<file path="src/rtl/tbi_pkg.sv">
package tbi_pkg;

    localparam int unsigned RATE_W = 3;
    localparam int unsigned REG_W  = 8;

    // register bit positions
    localparam int unsigned B_RUN  = 0;
    localparam int unsigned B_IE   = 1;
    localparam int unsigned B_RATE = 2;
    localparam int unsigned B_PSCL = 5;
    localparam int unsigned B_ACK  = 6;
    localparam int unsigned B_FLAG = 7;

    typedef struct packed {
        logic              run;
        logic              ie;
        logic [RATE_W-1:0] rate;
        logic              pscl;
        logic              flag;
    } ctl_t;

    // counter bit index whose carry marks the end of a period
    function automatic int unsigned tap_exp(input logic [RATE_W-1:0] code,
                                            input logic              pscl,
                                            input int unsigned       shift,
                                            input int unsigned       limit);
        int unsigned e;
        case (code)
            3'd0:    e = 15;
            3'd1:    e = 13;
            3'd2:    e = 11;
            3'd3:    e = 7;
            3'd4:    e = 6;
            3'd5:    e = 5;
            3'd6:    e = 4;
            default: e = 3;
        endcase
        if (pscl) e = e + shift;
        if (e > limit) e = limit;
        return e;
    endfunction

endpackage

</file>
<file path="src/rtl/tbi_counter.sv">
module tbi_counter
    import tbi_pkg::*;
#(
    parameter int unsigned CNT_W      = 22,
    parameter int unsigned PSCL_SHIFT = 7
) (
    input  logic              clk,
    input  logic              rst_n,
    input  logic              run_i,
    input  logic              adv_i,
    input  logic [RATE_W-1:0] rate_i,
    input  logic              pscl_i,
    output logic              tick_o
);
    localparam int unsigned EXP_W = $clog2(CNT_W + 1);

    logic [CNT_W-1:0] cnt_q, cnt_d;
    logic [CNT_W:0]   ones_below;
    logic [EXP_W-1:0] tap;

    assign ones_below[0] = 1'b1;
    for (genvar i = 0; i < CNT_W; i++) begin : g_carry
        assign ones_below[i+1] = ones_below[i] & cnt_q[i];
    end

    assign tap    = EXP_W'(tap_exp(rate_i, pscl_i, PSCL_SHIFT, CNT_W));
    assign tick_o = adv_i && ones_below[tap];

    always_comb begin
        cnt_d = cnt_q;
        if (!run_i)
            cnt_d = '0;
        else if (adv_i)
            cnt_d = cnt_q + 1'b1;
    end

    always_ff @(posedge clk or negedge rst_n) begin
        if (!rst_n) cnt_q <= '0;
        else        cnt_q <= cnt_d;
    end

    assert_hold_zero_R4: assert property (@(posedge clk) disable iff (!rst_n)
        !run_i |=> (cnt_q == '0));

    assert_freeze_R9: assert property (@(posedge clk) disable iff (!rst_n)
        (run_i && !adv_i) |=> $stable(cnt_q));

    assert_advance_R8: assert property (@(posedge clk) disable iff (!rst_n)
        (run_i && adv_i) |=> (cnt_q != $past(cnt_q)));

endmodule

</file>
<file path="src/rtl/tbi_regs.sv">
module tbi_regs
    import tbi_pkg::*;
(
    input  logic              clk,
    input  logic              rst_n,
    input  logic              sel_i,
    input  logic              wr_i,
    input  logic [REG_W-1:0]  wdata_i,
    input  logic              lp_i,
    input  logic              tick_i,
    output logic [REG_W-1:0]  rdata_o,
    output logic              run_o,
    output logic              ie_o,
    output logic [RATE_W-1:0] rate_o,
    output logic              pscl_o,
    output logic              flag_o
);
    ctl_t ctl_q, ctl_d;
    logic wr_ok;
    logic ack_req;
    logic unused_wbit;

    assign wr_ok       = sel_i && wr_i && !lp_i;
    assign ack_req     = wr_ok && wdata_i[B_ACK];
    assign unused_wbit = wdata_i[B_FLAG];

    always_comb begin
        ctl_d = ctl_q;
        if (wr_ok) begin
            ctl_d.run = wdata_i[B_RUN];
            ctl_d.ie  = wdata_i[B_IE];
            if (!ctl_q.run) begin
                ctl_d.rate = wdata_i[B_RATE +: RATE_W];
                ctl_d.pscl = wdata_i[B_PSCL];
            end
        end
        if (tick_i)
            ctl_d.flag = 1'b1;
        else if (ack_req)
            ctl_d.flag = 1'b0;
    end

    always_ff @(posedge clk or negedge rst_n) begin
        if (!rst_n) ctl_q <= '0;
        else        ctl_q <= ctl_d;
    end

    always_comb begin
        rdata_o = '0;
        if (!lp_i) begin
            rdata_o[B_RUN]              = ctl_q.run;
            rdata_o[B_IE]               = ctl_q.ie;
            rdata_o[B_RATE +: RATE_W]   = ctl_q.rate;
            rdata_o[B_PSCL]             = ctl_q.pscl;
            rdata_o[B_FLAG]             = ctl_q.flag;
        end
    end

    assign run_o  = ctl_q.run;
    assign ie_o   = ctl_q.ie;
    assign rate_o = ctl_q.rate;
    assign pscl_o = ctl_q.pscl;
    assign flag_o = ctl_q.flag;

    assert_rate_locked_R5: assert property (@(posedge clk) disable iff (!rst_n)
        ctl_q.run |=> $stable({ctl_q.rate, ctl_q.pscl}));

    assert_flag_sticky_R6: assert property (@(posedge clk) disable iff (!rst_n)
        (ctl_q.flag && !ack_req) |=> ctl_q.flag);

    assert_tick_wins_R7: assert property (@(posedge clk) disable iff (!rst_n)
        tick_i |=> ctl_q.flag);

    assert_lp_no_write_R8: assert property (@(posedge clk) disable iff (!rst_n)
        lp_i |=> $stable({ctl_q.run, ctl_q.ie, ctl_q.rate, ctl_q.pscl}));

endmodule

</file>
<file path="src/rtl/tbi_lowpower.sv">
module tbi_lowpower (
    input  logic run_i,
    input  logic wait_i,
    input  logic stop_i,
    input  logic stop_clk_en_i,
    input  logic irq_i,
    output logic adv_o,
    output logic lp_o,
    output logic wakeup_o
);
    logic clk_gated;

    assign clk_gated = stop_i && !stop_clk_en_i;
    assign adv_o     = run_i && !clk_gated;
    assign lp_o      = wait_i || stop_i;
    assign wakeup_o  = stop_i && irq_i;
endmodule

</file>
<file path="src/rtl/periodic_tick_irq.sv">
module periodic_tick_irq
    import tbi_pkg::*;
#(
    parameter int unsigned CNT_W      = 22,
    parameter int unsigned PSCL_SHIFT = 7
) (
    input  logic             clk,
    input  logic             rst_n,
    input  logic             bus_sel,
    input  logic             bus_wr,
    input  logic [REG_W-1:0] bus_wdata,
    output logic [REG_W-1:0] bus_rdata,
    input  logic             wait_mode,
    input  logic             stop_mode,
    input  logic             stop_clk_en,
    output logic             irq,
    output logic             wakeup
);
    logic              run, ie, pscl, flag, tick, adv, lp;
    logic [RATE_W-1:0] rate;

    tbi_regs u_regs (
        .clk(clk), .rst_n(rst_n),
        .sel_i(bus_sel), .wr_i(bus_wr), .wdata_i(bus_wdata),
        .lp_i(lp), .tick_i(tick), .rdata_o(bus_rdata),
        .run_o(run), .ie_o(ie), .rate_o(rate), .pscl_o(pscl), .flag_o(flag)
    );

    tbi_counter #(.CNT_W(CNT_W), .PSCL_SHIFT(PSCL_SHIFT)) u_cnt (
        .clk(clk), .rst_n(rst_n), .run_i(run), .adv_i(adv),
        .rate_i(rate), .pscl_i(pscl), .tick_o(tick)
    );

    tbi_lowpower u_lp (
        .run_i(run), .wait_i(wait_mode), .stop_i(stop_mode),
        .stop_clk_en_i(stop_clk_en), .irq_i(irq),
        .adv_o(adv), .lp_o(lp), .wakeup_o(wakeup)
    );

    assign irq = flag && ie;

    assert_wake_in_stop_R10: assert property (@(posedge clk) disable iff (!rst_n)
        wakeup |-> (stop_mode && irq));

    assert_reset_quiet_R1: assert property (@(posedge clk) disable iff (!rst_n)
        $rose(irq) |-> $past(run) || $past(flag));

endmodule

</file>
<file path="config.mk">
export PLATFORM = sky130hd
export DESIGN_NAME = periodic_tick_irq
export DESIGN_NICKNAME = d
export VERILOG_FILES = /design/src/rtl/tbi_pkg.sv /design/src/rtl/tbi_counter.sv /design/src/rtl/tbi_regs.sv /design/src/rtl/tbi_lowpower.sv /design/src/rtl/periodic_tick_irq.sv
export SDC_FILE = /design/constraint.sdc
export NUM_CORES = 1
export LEC_CHECK = 0
export BUFFER_PORTS_ARGS = -buffer_cell sky130_fd_sc_hd__buf_2
export CAP_MARGIN = 25
export CORE_MARGIN = 2
export CORE_UTILIZATION = 45
export DETAILED_ROUTE_END_ITERATION = 12
export GPL_ROUTABILITY_DRIVEN = 0
export HOLD_SLACK_MARGIN = 0.05
export PLACE_DENSITY = 0.67
export SYNTH_ARGS = -nofsm -noshare
export SYNTH_HDL_FRONTEND = slang
export SYNTH_SLANG_ARGS = --single-unit
export TNS_END_PERCENT = 100
</file>
<file path="constraint.sdc">
create_clock -name clk -period 7.3 [get_ports clk]
set_input_delay 1.46 -clock clk [delete_from_list [all_inputs] [get_ports clk]]
set_output_delay 1.46 -clock clk [all_outputs]
set_load 0.01 [all_outputs]
</file>
==> impl_metrics.env, run 1 <==
export IMPL_status="finished, final reports clean"
export IMPL_fp_row_count=24
export IMPL_fin_util_pct=50.4
export IMPL_pwr_share_seq_pct=40.2
export IMPL_timing_final_crit_share_pct=49.3
export IMPL_worstReg2RegStart="u_regs.rate_o[1]"
export IMPL_arrival_ns=2.14
export IMPL_power_frac_comb_pct=35.0
export IMPL_rsz0062_at_grt="no"
export IMPL_clk_pin_slew_ns=0.06
export IMPL_wl_um=3980
export IMPL_max_slew_worst_pin_slew_ns=0.816
export IMPL_hold_end="u_regs.ie_o"
export IMPL_path_common_cell="buf_2"
export IMPL_cts_resized=0
export IMPL_ys_types=58
export IMPL_cts_buffers=5
export IMPL_multi_input_area_um2=1160
export IMPL_min_path_cells=1
export IMPL_critPathMaxStageDelay_ns=0.25
export IMPL_layout_min_cycle_time_ns=3.60
export IMPL_cts_htree_levels=2
export IMPL_pin_count=25
export IMPL_cp_data_required_time_ns=5.84
export IMPL_cp_cell_sequence="buf_2 > nor2_1 > and2_2 > buf_2"
export IMPL_yosysTopAreaCell="dfrtp_1"
export IMPL_nets=250
export IMPL_cts_setup_buffers=0
export IMPL_fin_tns_setup_ns=0
export IMPL_wire_per_inst_um=14.0
export IMPL_setup_viol=0
export IMPL_ir_drop_mv=0.0961
export IMPL_synth_top_area_share_pct=36.8
export IMPL_register_area_um2=726
export IMPL_grt_max_degree=30
export IMPL_drtIter0Drc=120
export IMPL_grt_pass1_vias=1526
export IMPL_synthCells=213
export IMPL_worstSetupPathType="in2out"
export IMPL_core_area_um2=4290
export IMPL_p_leak_nw=0.977
export IMPL_ys_warn_count=0
export IMPL_hold_viol=0
export IMPL_r2r_slack_ns=4.18
export IMPL_startpoint_type="input port"
export IMPL_critical_path_slowest_cell="nor2_1"
export IMPL_slew_limit_headroom_pct=45.2
export IMPL_async_reset_ff_share_pct=100
export IMPL_drc_errors=0
export IMPL_synthToLayoutAreaGrowth_pct=9.71
export IMPL_ys_ff_latch=29
export IMPL_maxSlewViolCount=0
export IMPL_grt_overflow=0
export IMPL_hold_path_class="reg2reg"
export IMPL_p_switching_mw=0.195
export IMPL_place_hpwl_um=2740
export IMPL_synth_fp_nets=231
export IMPL_clockPowerShare_pct=24.9
export IMPL_worst_r2r_endpoint="u_regs.flag_o"
export IMPL_place_inst=277
export IMPL_hold_ws_ns=0.541
export IMPL_skew_ns=0.00495
export IMPL_vias=1514
export IMPL_port_buffers=22
export IMPL_track_usage_pct=18.1
export IMPL_switching_share_pct=36.7
export IMPL_die_x_um=70.2
export IMPL_cp_buffers_inverters=2
export IMPL_clkLatencyLatePin_ns=0.28
export IMPL_yosysSeqAreaShare_pct=36.8
export IMPL_reg2reg_depth=9
export IMPL_vias_per_cell=5.33
export IMPL_place_ws_ns=3.71
export IMPL_initial_core_util_pct=45.9
export IMPL_ctsRootBufferMaster="clkbuf_8"
export IMPL_holdBufCountCts=0
export IMPL_critPathCaptureType="primary output"
export IMPL_min_from="u_regs.ie_o"
export IMPL_cts_tree="built"
export IMPL_syn_avg_cell_area_um2=9.26
export IMPL_clockBufferDepth=2
export IMPL_die_y_um=70.2
export IMPL_cts_sinks=29
export IMPL_crit_start="stop_mode"
export IMPL_layoutNonFillerInstCount=284
export IMPL_max_freq_mhz=278
export IMPL_worst_path_max_fanout=7
export IMPL_die_area_um2=4930
export IMPL_nFillCells=400
export IMPL_ys_flop_type="dfrtp_1"
export IMPL_path_delay_family="simple AND/OR/NAND/NOR gates"
export IMPL_first_pass_iters=4
export IMPL_final_layout_size_suffix_gt1_share_pct=22.8
export IMPL_syn_area_um2=1970
export IMPL_synth_area_leaders="dfrtp_1, and2_1, xnor2_1"
export IMPL_diodes=0
export IMPL_maxCapViolCount=0
export IMPL_powerDensity_nw_per_um2=246
export IMPL_fin_ws_ns=3.70
export IMPL_antenna_left=0
export IMPL_intPower_mw=0.336
export IMPL_grt_pass1_wl_um=7040
export IMPL_synth_edf_count=0
export IMPL_grt_antenna_before_repair=0
[how the worst max path moves through the flow]
stage,endpoint,slack [ns],cells after the start
after floorplan,bus_rdata[0],3.99,2
after global placement,bus_rdata[4],3.72,4
after detailed placement,bus_rdata[4],3.71,4
after CTS,bus_rdata[4],3.71,4
after global routing,bus_rdata[0],3.62,4
final,bus_rdata[4],3.70,4
[per-layer routing]
metal	track usage, %	share of wire (%)	up-vias
li1	-	-	775
met1	23.9	49	700
met2	28.5	45	34
met3	4.62	4.6	5
met4	7.05	1.5	0
met5	0	0	-
[layout by cell type (no fill, tap or decap), drive strengths merged, types with 2 or more instances in the layout]
cell type / synthesis / final
dfrtp: 29 / 29
and2: 26 / 26
buf: 4 / 22
nand2: 16 / 16
xnor2: 14 / 14
nor2: 12 / 12
o21ai: 11 / 11
nand3: 9 / 9
nor3: 7 / 7
clkbuf: 6 / 7
xor2: 6 / 6
or3: 6 / 6
mux2: 5 / 5
a21oi: 5 / 5
and3: 5 / 5
nand4: 5 / 5
nor2b: 3 / 3
nand2b: 3 / 3
ha: 3 / 3
or2: 3 / 3
a21boi: 3 / 3
nor4: 3 / 3
and2b: 3 / 3
inv: 2 / 2
mux2i: 2 / 2
or2b: 2 / 2
[final cells by class]
cell class / instances / share of cell area, %
Sequential cell: 29 / 33.5
Clock buffer: 7 / 3.99
Inverter: 3 / 0.578
Multi-Input combinational cell: 171 / 53.8
Timing Repair Buffer: 22 / 5.09
Tap cell: 52 / 3.01
[synth_stat cells, drive strengths merged (2+ instances only)]
| cell | number |
|---|---|
| a21boi | 3 |
| a21oi | 5 |
| and2 | 26 |
| and2b | 3 |
| and3 | 5 |
| buf | 4 |
| clkbuf | 6 |
| dfrtp | 29 |
| ha | 3 |
| inv | 2 |
| mux2 | 5 |
| mux2i | 2 |
| nand2 | 16 |
| nand2b | 3 |
| nand3 | 9 |
| nand4 | 5 |
| nor2 | 12 |
| nor2b | 3 |
| nor3 | 7 |
| nor4 | 3 |
| o21ai | 11 |
| or2 | 3 |
| or2b | 2 |
| or3 | 6 |
| xnor2 | 14 |
| xor2 | 6 |
[flip-flops by register name, indices dropped and copies added (netlist names)]
name           cells
u_cnt.cnt_q       22
u_regs.flag_o      1
u_regs.ie_o        1
u_regs.pscl_o      1
u_regs.rate_o      3
u_regs.run_o       1
[worst reg2reg max path: cells and delay by family, from the launching register on]
family          cells  cell delay, ns
compound gates      3            0.96
simple gates        5            1.14
flops               1            0.60
fa+ha+maj           1            0.34
[cell families after synthesis]
group / Yosys count / share of synthesized area [%]
AND/OR/NAND/NOR: 106 / 31.6
AO/OA/AOI/OAI: 34 / 12.2
flip-flops: 29 / 36.8
XOR/XNOR: 20 / 9.26
buffers and inverters: 13 / 4.19
multiplexers: 7 / 3.87
adder cells (fa/ha/maj): 3 / 1.90
other: 1 / 0.190
[through the flow]
step | area (um2) | power, mW
after CTS | 2160 | 0.536
after floorplan | 1970 | 0.365
after detailed placement | 2080 | 0.400
final | 2160 | 0.531
after global routing | 2160 | 0.574
after global placement | 2080 | 0.399
[power by group through the flow]
| stage | logic (mW) | registers, mW | clock network, mW |
|---|---|---|---|
| floorplan | 0.174 | 0.192 | 0 |
| global placement | 0.183 | 0.216 | 0 |
| detailed placement | 0.185 | 0.216 | 0 |
| CTS | 0.186 | 0.213 | 0.137 |
| global route | 0.209 | 0.220 | 0.144 |
| finish | 0.186 | 0.213 | 0.132 |
Power figures use the tool's default switching activity.
==> run 2, diff against run 1 <==
PLACE_DENSITY = 0.69   (was 0.67)
clock period = 3.3 ns   (was 7.3 ns; I/O delays follow)
==> impl_metrics.env, run 2 (synthesized netlist as in run 1, its figures left out) <==
export IMPL_p_leak_nw=0.982
export IMPL_rsz0062_at_grt="no"
export IMPL_initial_core_util_pct=45.9
export IMPL_core_area_um2=4290
export IMPL_wl_um=3910
export IMPL_cp_buffers_inverters=0
export IMPL_crit_start="u_regs.rate_o[0]"
export IMPL_hold_ws_ns=0.414
export IMPL_ctsRootBufferMaster="clkbuf_8"
export IMPL_path_depth=10
export IMPL_grt_pass1_wl_um=6550
export IMPL_pin_count=25
export IMPL_holdBufCountCts=0
export IMPL_drtIter0Drc=113
export IMPL_cts_setup_buffers=0
export IMPL_r2r_slack_ns=0.36
export IMPL_worstSetupPathType="reg2reg"
export IMPL_largest_register="u_cnt.cnt_q"
export IMPL_worstReg2RegStart="u_regs.rate_o[0]"
export IMPL_cp_data_required_time_ns=3.50
export IMPL_fin_util_pct=50.6
export IMPL_cts_buffers=5
export IMPL_timing_final_crit_share_pct=89.2
export IMPL_die_area_um2=4930
export IMPL_layoutNonFillerInstCount=285
export IMPL_place_inst=278
export IMPL_grt_overflow=0
export IMPL_cts_htree_levels=2
export IMPL_worst_path_max_fanout=12
export IMPL_startpoint_type="flop"
export IMPL_grt_max_degree=30
export IMPL_final_cell_mix="dfrtp_1, and2_1, buf_2, nand2_1, xnor2_1"
export IMPL_hold_path_class="in2async"
export IMPL_die_x_um=70.2
export IMPL_final_common_cell="dfrtp_1"
export IMPL_slew_limit_headroom_pct=50.6
export IMPL_critical_path_slowest_cell="dfrtp_1"
export IMPL_clockBufferDepth=2
export IMPL_setup_viol=0
export IMPL_final_layout_size_suffix_gt1_share_pct=23.2
export IMPL_antenna_left=0
export IMPL_grt_pass1_vias=1386
export IMPL_nets=251
export IMPL_die_y_um=70.2
export IMPL_cts_resized=0
export IMPL_fin_tns_setup_ns=0
export IMPL_worst_r2r_endpoint="u_regs.flag_o"
export IMPL_synthToLayoutAreaGrowth_pct=10.1
export IMPL_maxSlewViolCount=0
export IMPL_max_slew_worst_pin_slew_ns=0.735
export IMPL_clk_pin_slew_ns=0.06
export IMPL_skew_ns=0.00295
export IMPL_grt_antenna_before_repair=0
export IMPL_cts_sinks=29
export IMPL_reg2reg_depth=10
export IMPL_critPathMaxStageDelay_ns=0.53
export IMPL_powerDensity_nw_per_um2=541
export IMPL_largest_reg_flops=22
export IMPL_cts_tree="built"
export IMPL_port_buffers=22
export IMPL_wire_per_inst_um=13.7
export IMPL_vias=1534
export IMPL_hold_viol=0
export IMPL_path_delay_family="simple AND/OR/NAND/NOR gates"
export IMPL_first_pass_iters=4
export IMPL_max_freq_mhz=340
export IMPL_vias_per_cell=5.38
export IMPL_critPathCaptureType="flop"
export IMPL_arrival_ns=3.14
export IMPL_ir_drop_mv=0.198
export IMPL_drc_errors=0
export IMPL_nFillCells=421
export IMPL_layout_min_cycle_time_ns=2.94
export IMPL_place_hpwl_um=2770
export IMPL_cp_cell_sequence="and3b_1 > or2_1 > ha_1 > nand3_1 > o21ai_0 > and4_2 > a2111oi_0 > o22ai_1 > or3_1 > a32oi_1"
export IMPL_fp_row_count=24
export IMPL_maxCapViolCount=0
export IMPL_diodes=0
export IMPL_track_usage_pct=17.1
export IMPL_status="finished, final reports clean"
export IMPL_clkLatencyLatePin_ns=0.28
## run 2: how the worst max path moves through the flow
| stage | end | slack, ns |
|---|---|---|
| 3_5_place_dp | u_regs.flag_o | 0.31 |
| 4_1_cts | u_regs.flag_o | 0.39 |
| 3_3_place_gp | u_regs.flag_o | 0.40 |
| 5_1_grt | u_regs.flag_o | 0.16 |
| 6_report | u_regs.flag_o | 0.36 |
| 2_1_floorplan | u_regs.flag_o | 0.81 |
## run 2: where the power goes
group / internal [mW] / switching, mW
registers: 0.390 / 0.0703
logic: 0.194 / 0.233
clock network: 0.165 / 0.123
total: 0.749 / 0.426
## run 2: cell type report
class | count | area, um2 | area share (%)
Multi-Input combinational cell | 171 | 1160 | 53.6
Timing Repair Buffer | 23 | 118 | 5.42
Clock buffer | 7 | 86.3 | 3.98
Sequential cell | 29 | 726 | 33.4
Tap cell | 52 | 65.1 | 3.00
Inverter | 3 | 12.5 | 0.576
## run 2: through the flow
| step | setup WS [ns] | area, um2 | total power [mW] |
|---|---|---|---|
| final | 0.358 | 2170 | 1.18 |
| after floorplan | 0.806 | 1970 | 0.808 |
| after CTS | 0.390 | 2170 | 1.19 |
| after detailed placement | 0.310 | 2080 | 0.894 |
| after global routing | 0.163 | 2170 | 1.27 |
| after global placement | 0.397 | 2080 | 0.888 |
## run 2: per-layer routing
layer  up-vias  part of all wire [%]  GRT usage [%]
li1        784                     -              -
met1       705                    50           23.5
met2        35                    43           25.4
met3        10                   4.3           3.46
met4         0                   2.6           8.97
met5         -                     0              0
## run 2: worst register-to-register path: stages (launching register included)
cell,delay [ns]
dfrtp_1,0.53
and3b_1,0.23
or2_1,0.22
ha_1,0.26
nand3_1,0.11
o21ai_0,0.09
and4_2,0.24
a2111oi_0,0.43
o22ai_1,0.22
or3_1,0.38
a32oi_1,0.16
